## src/rtl/imm_alu_pkg.sv

```systemverilog
package imm_alu_pkg;

   localparam int OPC_W = 8;

   localparam logic [OPC_W-1:0] OPC_ANC_A   = 8'h0B;
   localparam logic [OPC_W-1:0] OPC_ANC_B   = 8'h2B;
   localparam logic [OPC_W-1:0] OPC_ASR     = 8'h4B;
   localparam logic [OPC_W-1:0] OPC_ARR     = 8'h6B;
   localparam logic [OPC_W-1:0] OPC_LAX     = 8'hAB;
   localparam logic [OPC_W-1:0] OPC_SBX     = 8'hCB;
   localparam logic [OPC_W-1:0] OPC_SBC_ALT = 8'hEB;

   typedef enum logic [1:0] {
      DST_NONE = 2'b00,
      DST_ACC  = 2'b01,
      DST_IDX  = 2'b10,
      DST_BOTH = 2'b11
   } dest_e;

   typedef struct packed {
      logic n;
      logic v;
      logic d;
      logic z;
      logic c;
   } flags_t;

endpackage

```

## src/rtl/imm_alu_capture.sv

```systemverilog
module imm_alu_capture
   import imm_alu_pkg::*;
#(
   parameter int DATA_W = 8
) (
   input  logic                clk,
   input  logic                rst_n,
   input  logic                start_i,
   input  logic [OPC_W-1:0]    opc_i,
   input  logic [DATA_W-1:0]   opnd_i,
   input  logic [DATA_W-1:0]   acc_i,
   input  logic [DATA_W-1:0]   idx_i,
   input  flags_t              flags_i,
   output logic                valid_o,
   output logic [OPC_W-1:0]    opc_o,
   output logic [DATA_W-1:0]   opnd_o,
   output logic [DATA_W-1:0]   acc_o,
   output logic [DATA_W-1:0]   idx_o,
   output flags_t              flags_o
);

   always_ff @(posedge clk or negedge rst_n) begin
      if (!rst_n) begin
         valid_o <= 1'b0;
         opc_o   <= '0;
         opnd_o  <= '0;
         acc_o   <= '0;
         idx_o   <= '0;
         flags_o <= '0;
      end else begin
         valid_o <= start_i;
         if (start_i) begin
            opc_o   <= opc_i;
            opnd_o  <= opnd_i;
            acc_o   <= acc_i;
            idx_o   <= idx_i;
            flags_o <= flags_i;
         end
      end
   end

endmodule

```

## src/rtl/imm_alu_sub.sv

```systemverilog
module imm_alu_sub #(
   parameter int DATA_W      = 8,
   parameter bit SUB_VIA_ADD = 1'b1
) (
   input  logic [DATA_W-1:0] a_i,
   input  logic [DATA_W-1:0] b_i,
   input  logic              borrow_i,
   output logic [DATA_W-1:0] diff_o,
   output logic              no_borrow_o
);

   localparam int EXT_W = DATA_W + 1;

   generate
      if (SUB_VIA_ADD) begin : g_add
         logic [EXT_W-1:0] sum;
         assign sum         = {1'b0, a_i} + {1'b0, ~b_i} + {{DATA_W{1'b0}}, ~borrow_i};
         assign diff_o      = sum[DATA_W-1:0];
         assign no_borrow_o = sum[DATA_W];
      end else begin : g_sub
         logic [EXT_W-1:0] dif;
         assign dif         = {1'b0, a_i} - {1'b0, b_i} - {{DATA_W{1'b0}}, borrow_i};
         assign diff_o      = dif[DATA_W-1:0];
         assign no_borrow_o = ~dif[DATA_W];
      end
   endgenerate

endmodule

```

## src/rtl/imm_alu_core.sv

```systemverilog
module imm_alu_core
   import imm_alu_pkg::*;
#(
   parameter int DATA_W      = 8,
   parameter bit SUB_VIA_ADD = 1'b1
) (
   input  logic [OPC_W-1:0]  opc_i,
   input  logic [DATA_W-1:0] opnd_i,
   input  logic [DATA_W-1:0] acc_i,
   input  logic [DATA_W-1:0] idx_i,
   input  flags_t            flags_i,
   output logic [DATA_W-1:0] acc_o,
   output logic [DATA_W-1:0] idx_o,
   output flags_t            flags_o,
   output dest_e             dest_o,
   output logic              illegal_o
);

   localparam int MSB = DATA_W - 1;

   logic [DATA_W-1:0] and_am;
   logic [DATA_W-1:0] and_ax;
   logic [DATA_W-1:0] shr_v;
   logic [DATA_W-1:0] rot_v;
   logic [DATA_W-1:0] sbx_diff;
   logic              sbx_nob;
   logic [DATA_W-1:0] sbc_diff;
   logic              sbc_nob;

   assign and_am = acc_i & opnd_i;
   assign and_ax = acc_i & idx_i;
   assign shr_v  = {1'b0, and_am[MSB:1]};
   assign rot_v  = {flags_i.c, and_am[MSB:1]};

   imm_alu_sub #(.DATA_W(DATA_W), .SUB_VIA_ADD(SUB_VIA_ADD)) u_sbx_sub (
      .a_i         (and_ax),
      .b_i         (opnd_i),
      .borrow_i    (1'b0),
      .diff_o      (sbx_diff),
      .no_borrow_o (sbx_nob)
   );

   imm_alu_sub #(.DATA_W(DATA_W), .SUB_VIA_ADD(SUB_VIA_ADD)) u_sbc_sub (
      .a_i         (acc_i),
      .b_i         (opnd_i),
      .borrow_i    (~flags_i.c),
      .diff_o      (sbc_diff),
      .no_borrow_o (sbc_nob)
   );

   always_comb begin
      acc_o     = acc_i;
      idx_o     = idx_i;
      flags_o   = flags_i;
      dest_o    = DST_NONE;
      illegal_o = 1'b0;
      case (opc_i)
         OPC_ANC_A, OPC_ANC_B: begin
            acc_o     = and_am;
            flags_o.n = and_am[MSB];
            flags_o.z = ~|and_am;
            flags_o.c = and_am[MSB];
            dest_o    = DST_ACC;
         end
         OPC_ASR: begin
            acc_o     = shr_v;
            flags_o.n = 1'b0;
            flags_o.z = ~|shr_v;
            flags_o.c = and_am[0];
            dest_o    = DST_ACC;
         end
         OPC_ARR: begin
            acc_o     = rot_v;
            flags_o.n = rot_v[MSB];
            flags_o.z = ~|rot_v;
            flags_o.c = rot_v[MSB-1];
            flags_o.v = rot_v[MSB-1] ^ rot_v[MSB-2];
            dest_o    = DST_ACC;
         end
         OPC_SBX: begin
            idx_o     = sbx_diff;
            flags_o.n = sbx_diff[MSB];
            flags_o.z = ~|sbx_diff;
            flags_o.c = sbx_nob;
            dest_o    = DST_IDX;
         end
         OPC_SBC_ALT: begin
            acc_o     = sbc_diff;
            flags_o.n = sbc_diff[MSB];
            flags_o.z = ~|sbc_diff;
            flags_o.c = sbc_nob;
            flags_o.v = (acc_i[MSB] ^ opnd_i[MSB]) & (acc_i[MSB] ^ sbc_diff[MSB]);
            dest_o    = DST_ACC;
         end
         OPC_LAX: begin
            acc_o     = opnd_i;
            idx_o     = opnd_i;
            flags_o.n = opnd_i[MSB];
            flags_o.z = ~|opnd_i;
            dest_o    = DST_BOTH;
         end
         default: begin
            illegal_o = 1'b1;
         end
      endcase
   end

endmodule

```

## src/rtl/imm_alu_result.sv

```systemverilog
module imm_alu_result
   import imm_alu_pkg::*;
#(
   parameter int DATA_W = 8
) (
   input  logic              clk,
   input  logic              rst_n,
   input  logic              valid_i,
   input  logic [DATA_W-1:0] acc_i,
   input  logic [DATA_W-1:0] idx_i,
   input  flags_t            flags_i,
   input  dest_e             dest_i,
   input  logic              illegal_i,
   output logic [DATA_W-1:0] acc_o,
   output logic [DATA_W-1:0] idx_o,
   output flags_t            flags_o,
   output dest_e             dest_o,
   output logic              illegal_o,
   output logic              done_o
);

   always_ff @(posedge clk or negedge rst_n) begin
      if (!rst_n) begin
         acc_o     <= '0;
         idx_o     <= '0;
         flags_o   <= '0;
         dest_o    <= DST_NONE;
         illegal_o <= 1'b0;
         done_o    <= 1'b0;
      end else begin
         done_o <= valid_i;
         if (valid_i) begin
            acc_o     <= acc_i;
            idx_o     <= idx_i;
            flags_o   <= flags_i;
            dest_o    <= dest_i;
            illegal_o <= illegal_i;
         end
      end
   end

endmodule

```

## src/rtl/imm_fused_alu.sv

```systemverilog
module imm_fused_alu
   import imm_alu_pkg::*;
#(
   parameter int DATA_W      = 8,
   parameter bit SUB_VIA_ADD = 1'b1
) (
   input  logic              clk,
   input  logic              rst_n,
   input  logic              start,
   input  logic [7:0]        opcode,
   input  logic [DATA_W-1:0] operand,
   input  logic [DATA_W-1:0] acc_in,
   input  logic [DATA_W-1:0] idx_in,
   input  logic              flag_n_in,
   input  logic              flag_v_in,
   input  logic              flag_d_in,
   input  logic              flag_z_in,
   input  logic              flag_c_in,
   output logic [DATA_W-1:0] acc_out,
   output logic [DATA_W-1:0] idx_out,
   output logic              flag_n_out,
   output logic              flag_v_out,
   output logic              flag_d_out,
   output logic              flag_z_out,
   output logic              flag_c_out,
   output logic [1:0]        dest_sel,
   output logic              illegal,
   output logic              done
);

   generate
      if (DATA_W < 3) begin : g_bad_width
         $error("imm_fused_alu: DATA_W must be at least 3");
      end
   endgenerate

   flags_t            flags_in_s;
   logic              cap_valid;
   logic [OPC_W-1:0]  cap_opc;
   logic [DATA_W-1:0] cap_opnd;
   logic [DATA_W-1:0] cap_acc;
   logic [DATA_W-1:0] cap_idx;
   flags_t            cap_flags;
   logic [DATA_W-1:0] nxt_acc;
   logic [DATA_W-1:0] nxt_idx;
   flags_t            nxt_flags;
   dest_e             nxt_dest;
   logic              nxt_ill;
   flags_t            out_flags;
   dest_e             out_dest;

   assign flags_in_s = '{n: flag_n_in, v: flag_v_in, d: flag_d_in, z: flag_z_in, c: flag_c_in};

   imm_alu_capture #(.DATA_W(DATA_W)) u_cap (
      .clk     (clk),
      .rst_n   (rst_n),
      .start_i (start),
      .opc_i   (opcode),
      .opnd_i  (operand),
      .acc_i   (acc_in),
      .idx_i   (idx_in),
      .flags_i (flags_in_s),
      .valid_o (cap_valid),
      .opc_o   (cap_opc),
      .opnd_o  (cap_opnd),
      .acc_o   (cap_acc),
      .idx_o   (cap_idx),
      .flags_o (cap_flags)
   );

   imm_alu_core #(.DATA_W(DATA_W), .SUB_VIA_ADD(SUB_VIA_ADD)) u_core (
      .opc_i     (cap_opc),
      .opnd_i    (cap_opnd),
      .acc_i     (cap_acc),
      .idx_i     (cap_idx),
      .flags_i   (cap_flags),
      .acc_o     (nxt_acc),
      .idx_o     (nxt_idx),
      .flags_o   (nxt_flags),
      .dest_o    (nxt_dest),
      .illegal_o (nxt_ill)
   );

   imm_alu_result #(.DATA_W(DATA_W)) u_res (
      .clk       (clk),
      .rst_n     (rst_n),
      .valid_i   (cap_valid),
      .acc_i     (nxt_acc),
      .idx_i     (nxt_idx),
      .flags_i   (nxt_flags),
      .dest_i    (nxt_dest),
      .illegal_i (nxt_ill),
      .acc_o     (acc_out),
      .idx_o     (idx_out),
      .flags_o   (out_flags),
      .dest_o    (out_dest),
      .illegal_o (illegal),
      .done_o    (done)
   );

   assign flag_n_out = out_flags.n;
   assign flag_v_out = out_flags.v;
   assign flag_d_out = out_flags.d;
   assign flag_z_out = out_flags.z;
   assign flag_c_out = out_flags.c;
   assign dest_sel   = out_dest;

endmodule

```

## config.mk

```make
export PLATFORM = sky130hd
export DESIGN_NAME = imm_fused_alu
export DESIGN_NICKNAME = d
export VERILOG_FILES = /design/src/rtl/imm_alu_pkg.sv /design/src/rtl/imm_alu_capture.sv /design/src/rtl/imm_alu_sub.sv /design/src/rtl/imm_alu_core.sv /design/src/rtl/imm_alu_result.sv /design/src/rtl/imm_fused_alu.sv
export SDC_FILE = /design/constraint.sdc
export NUM_CORES = 1
export LEC_CHECK = 0
export BUFFER_PORTS_ARGS = -buffer_cell sky130_fd_sc_hd__buf_2
export CAP_MARGIN = 20
export CORE_UTILIZATION = 52
export CTS_BUF_LIST = sky130_fd_sc_hd__clkbuf_2
export CTS_CLUSTER_SIZE = 10
export DETAILED_ROUTE_END_ITERATION = 8
export GPL_TIMING_DRIVEN = 0
export PLACE_DENSITY = 0.74
export SLEW_MARGIN = 20
export SYNTH_ARGS = -nofsm -noshare
export SYNTH_HDL_FRONTEND = slang
export SYNTH_HIERARCHICAL = 1
export SYNTH_SLANG_ARGS = --single-unit
```

## constraint.sdc

```tcl
create_clock -name clk -period 3.49 [get_ports clk]
set_input_delay 0.349 -clock clk [delete_from_list [all_inputs] [get_ports clk]]
set_output_delay 0.349 -clock clk [all_outputs]
set_load 0.02 [all_outputs]
```

Word level (Yosys, flattened, before mapping) --
Cells that the tools add are included.
Storage, ports and cells: bits in registers 63, bits in latches 0, RAM bits 0, ROM bits 0, bits of input ports 40, output and inout bits 25, logic and storage cells 62, memories 0
Cells by class: $add $sub $neg 4, multiply operators 0, divide/modulo/power cells 0, $lt $le $gt $ge 0, equal/unequal tests 7, shift operators 0, multiplexer cells 8, bitwise operators 7, reductions and logical operators 16
Operator list (number):
- case mux 8 bit (5 select lines) | 1
- OR reduction 8 bit | 5
- equality test 8 bit (second input constant) | 3
- adder 8 x 8 -> 9 bit | 2
- AND 8 bit | 2
- equality test 8 x 7 -> 1 bit (second input constant) | 2
- case mux 8 bit (2 select lines) | 1
- OR reduction 7 bit | 2
- case mux 1 bit (6 select lines) | 2
- adder 9 x 1 -> 9 bit | 1
- adder 9 x 1 -> 9 bit (second input constant) | 1
- equality test 8 x 4 -> 1 bit (second input constant) | 1
- equality test 8 x 6 -> 1 bit (second input constant) | 1
- NOT 8 bit | 1
- logical NOT 1 bit | 6
- case mux 2 bit (3 select lines) | 1
- OR reduction 5 bit | 1
- case mux 1 bit (4 select lines) | 1
- OR reduction 3 bit | 1
- XOR 1 bit | 3
- case mux 1 bit (2 select lines) | 1
- OR reduction 2 bit | 1
- AND 1 bit | 1
- two-way mux 1 bit | 1

Longest topological paths before layout --
word-level depth 6, gate-level depth with buffers 15, gate-level depth less buffers 15

Hierarchy --
The synthesis kept the hierarchy.
By module, submodules not included:
- imm_alu_capture | times used 1, cells an instance 79, area each 1551.5 um2, seq. area each 950.9 um2
- imm_alu_result | times used 1, cells an instance 52, area each 1022.2 um2, seq. area each 625.6 um2
- imm_alu_core | times used 1, cells an instance 163, area each 1013.5 um2, seq. area each 0.0 um2
- imm_alu_sub | times used 2, cells an instance 50, area each 347.8 um2, seq. area each 0.0 um2

Worst setup path before layout --
No wires, ideal clock.
kind register to register, start point reg u_cap.opnd_o[0], end point reg u_res/flags_o[1] (netlist name), setup time 0.125 ns, arrival time 2.500 ns, data required time 3.365 ns, setup slack 0.865 ns, cell stages (with the launch flop) 15, path buffers 0, clock period less this slack 2.625 ns, cells stage by stage dfrtp_1 > inv_1 > fa_1 > inv_1 > fa_1 > nor2b_1 > o21ai_1 > a21oi_1 > o31a_1 > a21oi_1 > nor4_1 > and3_1 > o21ai_0 > o2111ai_1 > mux2_4
RTL lines:
- from (decl) | RTL line imm_alu_capture.sv:16 | output logic [DATA_W-1:0] opnd_o,
- from (signal assigned) | RTL line imm_alu_capture.sv:34 | opnd_o <= opnd_i;
- to (signal assigned) | RTL line imm_alu_result.sv:35 | flags_o <= flags_i;
- to (decl) | RTL line imm_alu_result.sv:16 | output flags_t flags_o,

==> metrics.csv <==
stage;metric;value;unit
floorplan;core area;7848;um2
power;cell leakage power;0.002419;uW
clocking;post-CTS setup buffer count;0;
logic_synthesis;post-synthesis register bit count;63;
worst_hold_path;HP Start;operand[1];
sta;Achievable Freq;312.5;MHz
clocking;CTS H-Tree Depth;3;
sta;final worst setup slack;289.7;ps
power;PwrDens;438.8;nW/um2
setup_path;CP max stage cell;dfrtp_1;
global_route;GRT Max-Usage Layer;met2;
logic_synthesis;FFs w/ async S/R, synth;1.000;
global_route;vias in the first global route;3373;
setup_path;CP Launch Type;register;
setup_path;CP bufs+invs;2;
clocking;Skew-Pair Late Insertion Delay;510;ps
job;maxcap violations;0;
worst_hold_path;Min-Delay Path Class;input port to register;
setup_path;Worst Path Required;3910;ps
logic_synthesis;Post-Synth Adder-Cell Area;0.06544;
clocking;Sink Count;63;
logic_synthesis;mux cell area share after synthesis;0.2089;
floorplan;initial core utilization;0.5458;
sta;setup TNS;0;ps
sta;Slew HR;0.4787;
global_route;largest net degree at the start of global routing;64;
cells_and_area;share of layout cells above drive strength 1;0.3361;
cells_and_area;most common cell after layout, fill and taps aside;buf_2;
clocking;Clock transition at path regs;180;ps
floorplan;I/O Pins;65;
logic_synthesis;main combinational cell family by area after synthesis;multiplexers;
sta;Final Cycle Share;0.9170;
logic_synthesis;post-synthesis compound-gate area fraction;0.1283;
logic_synthesis;syn nets;454;
cells_and_area;most frequent cells in the layout;buf_2, dfrtp_1, mux2_4, inv_1, nand2_1;
cells_and_area;area grow syn2layout;14.67;%
global_route;GRT overflow;0;
cells_and_area;Layout Cells excl Fill;581;
cells_and_area;Post-layout nets;534;
floorplan;Die ar.;8603;um2
clocking;CTS Buffer Depth;2;
logic_synthesis;synth unique cells;45;
placed_design;IO Port Bufs;64;
drt;number of vias per cell;5.828;
global_route;met3 Use GR;0.05255;
global_route;M1 GR Usage;0.3375;
worst_hold_path;Min-Delay Path Depth;2;
setup_path;max incr delay on CP;510;ps
logic_synthesis;Synth Instances;394;
power;Total Power;2155;uW
drt;Routed WL;10.33;mm
global_route;initial antenna violation count;0;
power;Max IR drop VDD;0.2355;mV
setup_path;crit path cell chain;inv_1, fa_1, inv_1, fa_1, nor2b_1, o21ai_1, a21oi_1, o21ai_0, a21oi_1, nor4_1, and3_1, o21ai_0, o2111ai_1, mux2_4;
drt;number of antenna-violating nets in the routed design;0;
logic_synthesis;xor/xnor share of the synthesized area;0.02045;
logic_synthesis;sequential area share after synthesis;0.3681;
clocking;Gates resized, CTS repair;0;
setup_path;crit-path leading delay family;compound AO/OA/AOI/OAI gates;
setup_path;reg-to-reg startpoint;u_cap/opnd_o[0];
floorplan;Die H;92.76;um
sta;Period minus WS final;3200;ps
drt;DR vias;3386;
setup_path;WS Path Type;register to register;
cells_and_area;Ant. Diodes;0;
placed_design;dpl cells;560;
setup_path;Worst R2R Setup Slack;290;ps
sta;RSZ-0062 raised after global routing;no;
logic_synthesis;Post-synth EDFFs;0;
global_route;GR Util met2;0.4160;
global_route;first-pass GRT wire length;16.77;mm
run_status;status;complete, no violations;
clocking;CTS tree;done;
sta;final setup vio count;0;
setup_path;CP Max Fanout;8;
logic_synthesis;Post-synth top flop;dfrtp_1;
logic_synthesis;simple-gate share of the synthesized area;0.1300;
sta;clk_skew;24.95;ps
global_route;GRT Overall Usage;0.2552;
drt;Wirelength per Cell;17.78;um
worst_hold_path;Hold Path End;u_cap/opnd_o[1];
logic_synthesis;post-synthesis cell area;4283;um2
cells_and_area;fillers;696;
sta;final slew viol count;0;
placed_design;Post-Place Setup Slack;377.4;ps
setup_path;r2r worst-path depth;14;
setup_path;CP arrival;3620;ps
setup_path;CP endpoint kind;register;
sta;Hold Fails Final Rpt;0;
logic_synthesis;syn avg cell area;10.87;um2
floorplan;DIE WIDTH;92.76;um
drt;drc violations;0;
drt;DR iter-0 viols;253;
logic_synthesis;yosys warns;6;
drt;first-pass iteration count of the detailed router;5;
clocking;cts bufs inserted;9;
floorplan;FP Rows;32;
sta;Worst Tran Pin Value;782.0;ps
setup_path;RR Endpoint;u_res/flags_o[1];
placed_design;hpwl dp;7.382;mm
placed_design;GP Congestion;0.8992;
clocking;root buf cell;clkbuf_2;
==> layout make-up <==
type / count / area [um2] / share of cell area
Buffer: 22 / 210.2 / 0.04280
Clock buffer: 11 / 55.05 / 0.01121
Clock inverter: 5 / 72.57 / 0.01478
Inverter: 33 / 123.9 / 0.02522
Multi-Input combinational cell: 276 / 2372 / 0.4831
Sequential cell: 63 / 1577 / 0.3210
Tap cell: 102 / 127.6 / 0.02599
Timing Repair Buffer: 69 / 372.9 / 0.07592
==> state kept, by name (all words and copies together), names as in the netlist <==
signal and count:
u_res/dest_o 2, u_res/flags_o 5, u_res/idx_o 8, u_res/acc_o 8
u_cap/acc_o 8, u_res/illegal_o 1, u_cap/flags_o 5, u_cap/valid_o 1
u_cap/opnd_o 8, u_cap/opc_o 8, u_res/done_o 1, u_cap/idx_o 8
==> layer usage <==
layer  wire, um  part of all wire
met5          0                 0
met4        167             0.016
met3        613             0.059
met2       4932              0.48
met1       4614              0.45
==> timing repair <==
| action | 4_1_cts | 5_1_grt |
|---|---|---|
| setup endpoints to repair | 0 | 0 |
| hold endpoints to repair | 64 | 3 |
| hold buffers | 2 | 3 |
==> cell families after synthesis <==
family | Yosys count
XOR/XNOR | 10
AO/OA/AOI/OAI | 77
AND/OR/NAND/NOR | 105
adder cells (fa/ha/maj) | 20
multiplexers | 63
flip-flops | 63
other | 1
buffers and inverters | 55
==> synth_stat cells (6+ instances only) <==
| cell type | count | share of area |
|---|---|---|
| xnor2_1 | 6 | 0.012 |
| mux2_2 | 11 | 0.029 |
| inv_1 | 33 | 0.029 |
| nor2_1 | 16 | 0.014 |
| and2_1 | 10 | 0.015 |
| buf_2 | 7 | 0.0082 |
| a21oi_1 | 16 | 0.019 |
| a22o_1 | 7 | 0.014 |
| nand2b_1 | 10 | 0.015 |
| o21ai_0 | 12 | 0.014 |
| a22oi_1 | 11 | 0.019 |
| nor2b_1 | 8 | 0.012 |
| mux2_4 | 50 | 0.18 |
| a221o_1 | 7 | 0.016 |
| nand3_1 | 13 | 0.015 |
| dfrtp_1 | 63 | 0.37 |
| ha_1 | 16 | 0.047 |
| a21boi_0 | 6 | 0.011 |
| nand2_1 | 25 | 0.022 |
==> how the worst max path moves through the flow <==
stage	to	start	cells past startpoint	slack (ps)
detailed placement	u_res/flags_o[1]	u_cap/opnd_o[0]	14	380
floorplan	u_res/flags_o[1]	u_cap/opnd_o[0]	14	860
global placement	u_res/flags_o[1]	u_cap/opnd_o[0]	12	430
global route	u_res/flags_o[1]	u_cap/opnd_o[0]	14	90
CTS	u_res/flags_o[1]	u_cap/opnd_o[0]	14	340
finish	u_res/flags_o[1]	u_cap/opnd_o[0]	14	290
==> metrics by stage <==
stage,hold slack [ps],util,area (um2)
3_3_place_gp,379.3,0.6028,4731
4_1_cts,15.98,0.6220,4881
3_5_place_dp,381.9,0.6032,4733
6_report,45.51,0.6258,4911
2_1_floorplan,53.41,-,4283
5_1_grt,1.772,0.6258,4911
==> where the power goes <==
group	internal, uW	total [uW]	switching (uW)
clock	238	501	263
combinational	362	740	379
sequential	815	914	98.5
total	1410	2160	741
No activity file was read; power rests on OpenSTA's default activity.
